<file path="src/rtl/bts_pkg.sv">
package bts_pkg;
  typedef enum logic [1:0] {
    OP_LD_UP  = 2'b00,
    OP_ST_UP  = 2'b01,
    OP_PUSH   = 2'b10,
    OP_POP    = 2'b11
  } bts_op_e;
endpackage

</file>
<file path="src/rtl/bts_bit_pick.sv">
module bts_bit_pick #(
  parameter int N         = 8,
  parameter bit LSB_FIRST = 1'b1,
  localparam int IW       = $clog2(N)
) (
  input  logic [N-1:0]  vec_i,
  output logic          any_o,
  output logic [IW-1:0] idx_o
);
  assign any_o = |vec_i;

  generate
    if (LSB_FIRST) begin : g_low
      always_comb begin
        idx_o = '0;
        for (int i = N - 1; i >= 0; i--) if (vec_i[i]) idx_o = IW'(i);
      end
    end else begin : g_high
      always_comb begin
        idx_o = '0;
        for (int i = 0; i < N; i++) if (vec_i[i]) idx_o = IW'(i);
      end
    end
  endgenerate
endmodule

</file>
<file path="src/rtl/blk_xfer_seq.sv">
module blk_xfer_seq
  import bts_pkg::*;
#(
  parameter int DW   = 32,
  parameter int NREG = 8,
  localparam int IW  = $clog2(NREG),
  localparam int STEP = DW / 8
) (
  input  logic            clk_i,
  input  logic            rst_ni,
  input  logic            start_i,
  input  logic [1:0]      op_i,
  input  logic [NREG-1:0] reg_list_i,
  input  logic [DW-1:0]   base_i,
  input  logic [IW-1:0]   base_idx_i,
  input  logic            extra_i,
  input  logic [DW-1:0]   lr_i,
  output logic            mem_valid_o,
  input  logic            mem_ready_i,
  output logic            mem_we_o,
  output logic [DW-1:0]   mem_addr_o,
  output logic [DW-1:0]   mem_wdata_o,
  input  logic [DW-1:0]   mem_rdata_i,
  output logic [IW-1:0]   rf_raddr_o,
  input  logic [DW-1:0]   rf_rdata_i,
  output logic            rf_we_o,
  output logic [IW-1:0]   rf_waddr_o,
  output logic [DW-1:0]   rf_wdata_o,
  output logic            busy_o,
  output logic            done_o,
  output logic            wb_en_o,
  output logic [DW-1:0]   wb_value_o,
  output logic            pc_load_o,
  output logic [DW-1:0]   pc_value_o
);
  localparam logic [DW-1:0] STEP_V = DW'(STEP);

  logic            busy_q, done_q, wb_en_q, pc_hit_q, extra_q, base_hit_q;
  bts_op_e         op_q;
  logic [NREG-1:0] mask_q;
  logic [DW-1:0]   addr_q, lr_q, pc_q, wb_val_q;

  logic          up_any, dn_any;
  logic [IW-1:0] up_idx, dn_idx, cur_idx;
  logic          down_op, have_item, cur_extra, fire, is_write;

  bts_bit_pick #(.N(NREG), .LSB_FIRST(1'b1)) u_pick_up (
    .vec_i(mask_q), .any_o(up_any), .idx_o(up_idx));
  bts_bit_pick #(.N(NREG), .LSB_FIRST(1'b0)) u_pick_dn (
    .vec_i(mask_q), .any_o(dn_any), .idx_o(dn_idx));

  assign down_op   = (op_q == OP_PUSH);
  assign cur_idx   = down_op ? dn_idx : up_idx;
  // push: extra word goes first; pop: extra word goes after the list
  assign cur_extra = extra_q && (down_op || !up_any);
  assign have_item = up_any || extra_q;
  assign is_write  = (op_q == OP_ST_UP) || (op_q == OP_PUSH);
  assign fire      = busy_q && have_item && mem_ready_i;

  assign mem_valid_o = busy_q && have_item;
  assign mem_we_o    = is_write;
  assign mem_addr_o  = addr_q;
  assign mem_wdata_o = cur_extra ? lr_q : rf_rdata_i;
  assign rf_raddr_o  = cur_idx;
  assign rf_we_o     = fire && !is_write && !cur_extra;
  assign rf_waddr_o  = cur_idx;
  assign rf_wdata_o  = mem_rdata_i;

  assign busy_o     = busy_q;
  assign done_o     = done_q;
  assign wb_en_o    = done_q && wb_en_q;
  assign wb_value_o = wb_val_q;
  assign pc_load_o  = done_q && pc_hit_q;
  assign pc_value_o = pc_q;

  always_ff @(posedge clk_i or negedge rst_ni) begin
    if (!rst_ni) begin
      busy_q     <= 1'b0;
      done_q     <= 1'b0;
      wb_en_q    <= 1'b0;
      pc_hit_q   <= 1'b0;
      extra_q    <= 1'b0;
      base_hit_q <= 1'b0;
      op_q       <= OP_LD_UP;
      mask_q     <= '0;
      addr_q     <= '0;
      lr_q       <= '0;
      pc_q       <= '0;
      wb_val_q   <= '0;
    end else begin
      done_q <= 1'b0;
      if (!busy_q) begin
        if (start_i) begin
          busy_q     <= 1'b1;
          op_q       <= bts_op_e'(op_i);
          mask_q     <= reg_list_i;
          addr_q     <= (op_i == OP_PUSH) ? base_i - STEP_V : base_i;
          extra_q    <= extra_i && op_i[1];
          base_hit_q <= reg_list_i[base_idx_i];
          lr_q       <= lr_i;
          pc_hit_q   <= 1'b0;
        end
      end else if (!have_item) begin
        busy_q   <= 1'b0;
        done_q   <= 1'b1;
        wb_en_q  <= !((op_q == OP_LD_UP) && base_hit_q);
        wb_val_q <= down_op ? addr_q + STEP_V : addr_q;
      end else if (fire) begin
        if (cur_extra) begin
          extra_q <= 1'b0;
          if (op_q == OP_POP) begin
            pc_q     <= {mem_rdata_i[DW-1:1], 1'b0};
            pc_hit_q <= 1'b1;
          end
        end else begin
          mask_q[cur_idx] <= 1'b0;
        end
        addr_q <= down_op ? addr_q - STEP_V : addr_q + STEP_V;
      end
    end
  end
endmodule

</file>
<file path="config.mk">
export PLATFORM = sky130hd
export DESIGN_NAME = blk_xfer_seq
export DESIGN_NICKNAME = d
export VERILOG_FILES = /design/src/rtl/bts_pkg.sv /design/src/rtl/bts_bit_pick.sv /design/src/rtl/blk_xfer_seq.sv
export SDC_FILE = /design/constraint.sdc
export NUM_CORES = 1
export LEC_CHECK = 0
export BUFFER_PORTS_ARGS = -buffer_cell sky130_fd_sc_hd__buf_2
export CAP_MARGIN = 20
export CORE_MARGIN = 10
export CORE_UTILIZATION = 30
export DETAILED_ROUTE_END_ITERATION = 10
export REMOVE_ABC_BUFFERS = 1
export SETUP_SLACK_MARGIN = 0.2
export SYNTH_ARGS = -nofsm -noshare
export SYNTH_HDL_FRONTEND = slang
export SYNTH_SLANG_ARGS = --single-unit
</file>
<file path="constraint.sdc">
create_clock -name clk_i -period 2.2 [get_ports clk_i]
set_input_delay 0.22 -clock clk_i [delete_from_list [all_inputs] [get_ports clk_i]]
set_output_delay 0.22 -clock clk_i [all_outputs]
set_load 0.005 [all_outputs]
</file>
---- Word level (Yosys, flattened, before mapping) ----
Cells that the tools add are included.
word-level totals
  bits in registers ....................... 143
  input bits .............................. 146
  output and inout port bits .............. 173
cells by class
  add/sub/neg operators ................... 3
  $lt $le $gt $ge ......................... 3
  eq/ne operators ......................... 9
  mux-type cells .......................... 49
  bitwise logic cells ..................... 4
  reductions and logical operators ........ 27
operators with widths
  cell                     count
  $mux W32                 8
  $sub A32 B3 Y32 const B  2
  $mux W8                  5
  $mux W3                  13
  $add A32 B3 Y32 const B  1
  $mux W1                  19
  $logic_and A1 B1 Y1      10
  $reduce_and A5 Y1        2
  $and A8 B8 Y8            1
  $lt A3 B4 Y1 const B     2
  $ne A2 B1 Y1 const B     4
  $not A8 Y8               1
  $reduce_and A4 Y1        2
  $reduce_or A8 Y1         1
  $eq A2 B2 Y1 const B     3
  $logic_not A1 Y1         4
  $mux W2                  2
  $reduce_and A2 Y1        2
  $bmux W1 S3              1
  $demux W1 S3             1
  $ge A3 B1 Y1 const B     1
  $logic_or A1 B1 Y1       3
  $reduce_and A3 Y1        1
  $eq A2 B1 Y1 const B     1
  4 further kinds          5

---- Logic depth before layout (Yosys ltp) ----
  depth after elaboration ................. 19
  gate-level depth with buffers ........... 9

---- Cells and area by module ----
Synthesis repeated with hierarchy kept, for this count alone.
unflattened totals
  cells, all modules ...................... 1064
  area, all modules ....................... 8853.5 sq um
modules (own cells, without submodules)
  module                    times used  cells each  area each (sq um)  seq. area each (sq um)
  blk_xfer_seq              1           1039        8705.8             3578.4
  bts_bit_pick (u_pick_up)  1           13          81.3               0.0
  bts_bit_pick (u_pick_dn)  1           12          66.3               0.0

---- Worst setup path before layout ----
OpenSTA, ideal clock, no wires.
  path kind ............................... flip-flop to flip-flop
  from .................................... reg addr_q[6] (netlist: mem_addr_o[6])
  to ...................................... reg addr_q[13] (netlist: mem_addr_o[13])
  data arrival time ....................... 2246 ps
  required time ........................... 2063 ps
  path slack .............................. -183 ps
  stages on the path, launching flop included .. 8
  buffers on the path ..................... 1
  clock period less this slack ............ 2383 ps
  cells stage by stage .................... dfrtp_1 > buf_6 > or4_4 > or2_0 > or4_4 > o31a_1 > mux2i_1 > a21oi_1
on the way
  word-level cells in the longest chain between the ends .. 5
RTL lines
  item                                                RTL line             source
  from (decl)                                         blk_xfer_seq.sv:41   logic [DW-1:0] addr_q, lr_q, pc_q, wb_val_q;
  from (signal assigned)                              blk_xfer_seq.sv:97   addr_q <= (op_i == OP_PUSH) ? base_i - STEP_V : base_i;
  from (signal assigned)                              blk_xfer_seq.sv:118  addr_q <= down_op ? addr_q - STEP_V : addr_q + STEP_V;
  $add A32 B3 Y32 or $sub A32 B3 Y32 (tied branches)  blk_xfer_seq.sv:118
  $mux W32 *                                          blk_xfer_seq.sv:118
  $mux W32 *                                          blk_xfer_seq.sv:108  end else if (fire) begin
  $mux W32 *                                          blk_xfer_seq.sv:103  end else if (!have_item) begin
  $mux W32 *                                          blk_xfer_seq.sv:92   if (!busy_q) begin
Mark *: on every way between the ends. The rest lies on a longest branch, timed or not. The select of a mux whose other input is x is not followed.
A chain may end at the register's enable or synchronous reset.

---- Final worst setup path ----
  from .................................... reg mask_q[3]
  to ...................................... out mem_wdata_o[26]
on the way
  word-level cells in the longest chain between the ends .. 5
RTL lines
  item                    RTL line            source
  from (decl)             blk_xfer_seq.sv:40  logic [NREG-1:0] mask_q;
  from (signal assigned)  blk_xfer_seq.sv:96  mask_q <= reg_list_i;
  $reduce_or A8 Y1        n/a
  $logic_not A1 Y1        blk_xfer_seq.sv:55  assign cur_extra = extra_q && (down_op || !up_any);
  $logic_or A1 B1 Y1      blk_xfer_seq.sv:55
  $logic_and A1 B1 Y1     blk_xfer_seq.sv:55
  $mux W32                blk_xfer_seq.sv:63  assign mem_wdata_o = cur_extra ? lr_q : rf_rdata_i;
  to (decl)               blk_xfer_seq.sv:22  output logic [DW-1:0] mem_wdata_o,
No other way between the ends.

==> metrics.log <==
[metrics] GR Util All Layers: about a fifth
[metrics] Boundary Pins: 319
[metrics] number of standard cells after synthesis: about 990
[metrics] post-route clock skew: 15.43 ps
[metrics] NumNets Final: 1601
[metrics] DIE HEIGHT: between 150 and 200 µm
[metrics] placed cell area: between 10000 and 15000 µm²
[metrics] count of max-cap constraint violations: 0
[metrics] Cell Count Post-Placement: ~1700
[metrics] Die Area: about 36000 µm²
[metrics] commonest cells in the synthesized netlist: sky130_fd_sc_hd__nand2_1 (168), sky130_fd_sc_hd__dfrtp_1 (143), sky130_fd_sc_hd__nor2_1 (77), sky130_fd_sc_hd__mux2_2 (55), sky130_fd_sc_hd__clkbuf_1 (47)
[metrics] ordered list of cells on the worst path: nor4_4 -> a21oi_2 -> nor2b_4 -> buf_12 -> buf_12 -> mux2_2 -> buf_2
[metrics] CP max FO: 9
[metrics] run status: finished, violations left
[metrics] routed via count: 9500
[metrics] count of routing violations after the opening detailed-route iteration: slightly above 700
[metrics] clock buffers created by TritonCTS: 17
[metrics] Unique masters post-synth: 71
[metrics] RSZ-0062 raised after global routing: true
[metrics] Clock Pin Slew Worst Setup and Hold Paths: approximately 80 ps
[metrics] via density per instance: roughly 5.1
[metrics] main combinational cell family by area after synthesis: simple AND/OR/NAND/NOR gates
[metrics] Placement Rows: 62
[metrics] top cell type by total area after synthesis: sky130_fd_sc_hd__dfrtp_1
[metrics] complex-gate fraction of the synthesized area: 11.98%
[metrics] basic-gate share of the synthesized area counting and, or, nand and nor cells: 22.63%
[metrics] R2R Setup Slk: -200 ps
[metrics] async set or reset register ratio after synthesis: between 90% and 100%
[metrics] grt total ovfl: 0
[metrics] clock tree from TritonCTS: built
[metrics] pin count of the biggest net entering global routing: 66
[metrics] clock sink total: approximately 140
[metrics] path type of the worst min-delay path: input pin to flip-flop
[metrics] total non-filler cell area in the finished layout: about 15000 µm²
[metrics] area of combinational cells with multiple inputs: ~5700 µm²
[metrics] power density cells: 588.4 nW/µm²
[metrics] type of element capturing the critical path: output port
[metrics] worst hold start: reg_list_i[6]
[metrics] Cell Area, Synth: around 8700 µm²
[metrics] launching element type of the critical path: flip-flop
[metrics] post-layout min period: 2505 ps
[metrics] via count of the first global-routing pass: approximately 9400
[metrics] global-route wire length before repair: about 54000 µm
[metrics] worst r2r dst: pc_value_o[17]$_DFFE_PN0P_
[metrics] area share of the largest cell type after synthesis: around two fifths
[metrics] main area contributors after synthesis: sky130_fd_sc_hd__dfrtp_1 (41%), sky130_fd_sc_hd__nand2_1 (7.2%), sky130_fd_sc_hd__mux2_2 (7.1%)
[metrics] cell with the most instances after synthesis: sky130_fd_sc_hd__nand2_1
[metrics] violated checks: setup timing
[metrics] smallest hold slack: roughly 18 ps
[metrics] register bit count reported by yosys: roughly 140
[metrics] detailed-route wire length: ~39000 µm
[metrics] cell type with the highest occurrence count on the critical path: sky130_fd_sc_hd__buf_12
[metrics] Filler Cell Count: between 2000 and 3000
[metrics] final std cells w/o fill: 1848
[metrics] launching point of the worst reg2reg path: mask_q[2]$_DFFE_PN0P_
[metrics] Synth warnings: 0
[metrics] ratio of cells with drive above 1 in the final layout: a little over half
[metrics] sequential-to-total area share from yosys stat: between 40% and 50%
[metrics] CP max stage delay: 420 ps
[metrics] dpl hpwl: 25700 µm
[metrics] hold path cells: 3
[metrics] slew at the pin closest to its max-slew limit: 697.2 ps
[metrics] data required time at the worst endpoint: around 2000 ps
[metrics] Max Root-Sink Buffers: 2
[metrics] final slew viol count: 0
[metrics] capture endpoint of the worst hold path: mask_q[6]$_DFFE_PN0P_
[metrics] clock insertion delay at the later pin of the skew report: roughly 440 ps
[metrics] kind of critical path: flip-flop to output port
[metrics] post-route clock period utilization: 113.9%
[metrics] Setup-failing EPs final: roughly 110
[metrics] dominant register cell in the synthesized netlist: sky130_fd_sc_hd__dfrtp_1
[metrics] Worst slew margin: between 50 and 60%
[metrics] static leakage: about 7.0 nW
[metrics] overall die width: ~190 µm
[metrics] count of buffer and inverter cells on the critical path: 3
[metrics] clock root buffer: sky130_fd_sc_hd__clkbuf_16
[metrics] fmax: 399.2 MHz
[metrics] slack of the critical path: -305.3 ps
[metrics] post-synthesis adder-cell area fraction: less than 1%
[metrics] signed area change from the synthesized netlist to the final layout: 67.27%
[metrics] starting utilization of the core area: 30.38%
[metrics] aggregate negative setup slack: -19360 ps
[metrics] Routed Antenna Nets: 0
[metrics] portion of netlist area occupied by mux cells: 10.04%
[metrics] arrival time worst endpoint: 2290 ps
[metrics] parity-gate share of the synthesized area counting xor and xnor cells: under 10%
[metrics] core region area: 28700 µm²
[metrics] global placer's final weighted congestion: 0.8955
[metrics] worst ir drop on vdd: around 0.44 mV
[metrics] mean instance size in the synthesized netlist: between 8 and 9 µm²
[metrics] Sequential cell area: roughly 3600 µm²
[metrics] antenna violations before repair: 2
[metrics] number of input and output port buffers inserted: about 320
[metrics] cell count of the worst reg-to-reg path: 7
[metrics] crit path max-delay cell type: sky130_fd_sc_hd__dfrtp_1
[metrics] number of failing hold endpoints at the final stage: 0
[metrics] DRC viols: 0
[metrics] number of synthesized flops with an enable pin: 0
[metrics] critical path's top delay family: simple AND/OR/NAND/NOR gates
[metrics] WL per Instance: roughly 21 µm
[metrics] H-tree depth: 4
[metrics] first-pass iteration count of the detailed router: 6
area by class of cell:
type,instances,area share (%)
antenna,2,0.03431
clock buffer,17,2.917
clock inverter,15,0.9608
inverter,19,0.6091
multi-input combinational,717,39.12
sequential,143,24.55
tap,384,3.294
timing repair buffer,551,28.52
cell usage in the layout, fill, tap and decap left out, drive strengths merged, types with 22 or more instances in the layout:
master / netlist / routed
nand4: 30 / 30
buf: 61 / 507
dfrtp: 143 / 143
nand2: 168 / 168
nor3: 26 / 26
xor2: 38 / 38
inv: 18 / 27
mux2: 64 / 64
clkbuf: 47 / 25
o21ai: 39 / 39
a21oi: 46 / 46
xnor2: 22 / 22
dlygate4sd3: 0 / 36
nand3: 29 / 29
nor4: 22 / 22
nor2: 78 / 78
flip-flops by register name, indices dropped and copies added, names as in the netlist, 2 cells and up:
signal,count
mask_q,8
mem_addr_o,32
op_q,2
pc_value_o,31
wb_value_o,32
lr_q,32
power breakdown:
group | switching [mW] | total, mW | internal, mW
registers | 0.178 | 2.99 | 2.81
clock network | 1.39 | 2.90 | 1.50
logic | 1.40 | 2.69 | 1.30
total | 2.97 | 8.58 | 5.61
per-stage QoR:
stage | utilization, % | total power, mW | setup WS, ps
final | 50.82 | 8.582 | -305.3
after global routing | 50.81 | 8.987 | -383.4
after CTS | 46.39 | 8.297 | -335.3
after detailed placement | 39.39 | 5.002 | -164.2
after global placement | 39.39 | 4.977 | -106.8
after floorplan | - | 3.889 | -2956
timing repair:
item / CTS / global route
endpoints found under the setup margin: 131 / 145
hold buffers: 36 / 0
buffers inserted: 36 / 17
pin swaps: 39 / 56
gates resized for setup: 167 / 210
gates cloned: 6 / 10
endpoints found under the hold margin: 93 / 0
metal layers:
metal  vias up  share of wire, %  GRT usage, %
met5         -                 0             0
met1      4665                43         24.77
met2       384                47         29.81
met3        57               7.3         4.316
li1       4394                 -             -
met4         0               2.7         7.268
logic make-up after synthesis:
group,count (synthesis)
AO/OA/AOI/OAI,162
XOR/XNOR,60
adder cells (fa/ha/maj),6
buffers and inverters,127
flip-flops,143
multiplexers,77
other,1
AND/OR/NAND/NOR,411
how the worst max path moves through the flow:
stage / from / end / cells past startpoint
finish: mask_q[3]$_DFFE_PN0P_ / mem_wdata_o[26] / 7
global route: mask_q[3]$_DFFE_PN0P_ / mem_wdata_o[15] / 7
CTS: mask_q[2]$_DFFE_PN0P_ / rf_we_o / 7
detailed placement: mem_addr_o[6]$_DFFE_PN0P_ / mem_addr_o[15]$_DFFE_PN0P_ / 7
global placement: mem_addr_o[6]$_DFFE_PN0P_ / mem_addr_o[15]$_DFFE_PN0P_ / 7
floorplan: op_q[0]$_DFFE_PN0P_ / pc_value_o[1]$_DFFE_PN0P_ / 6
worst reg2reg max path, delay by kind of cell (launching register included):
family / cells / cell delay [ps]
AOI/OAI and AO/OA: 1 / 350
buffers and inverters: 3 / 480
DFF: 1 / 430
muxes: 1 / 300
and+or+nand+nor: 2 / 710
Power figures use the tool's default switching activity.
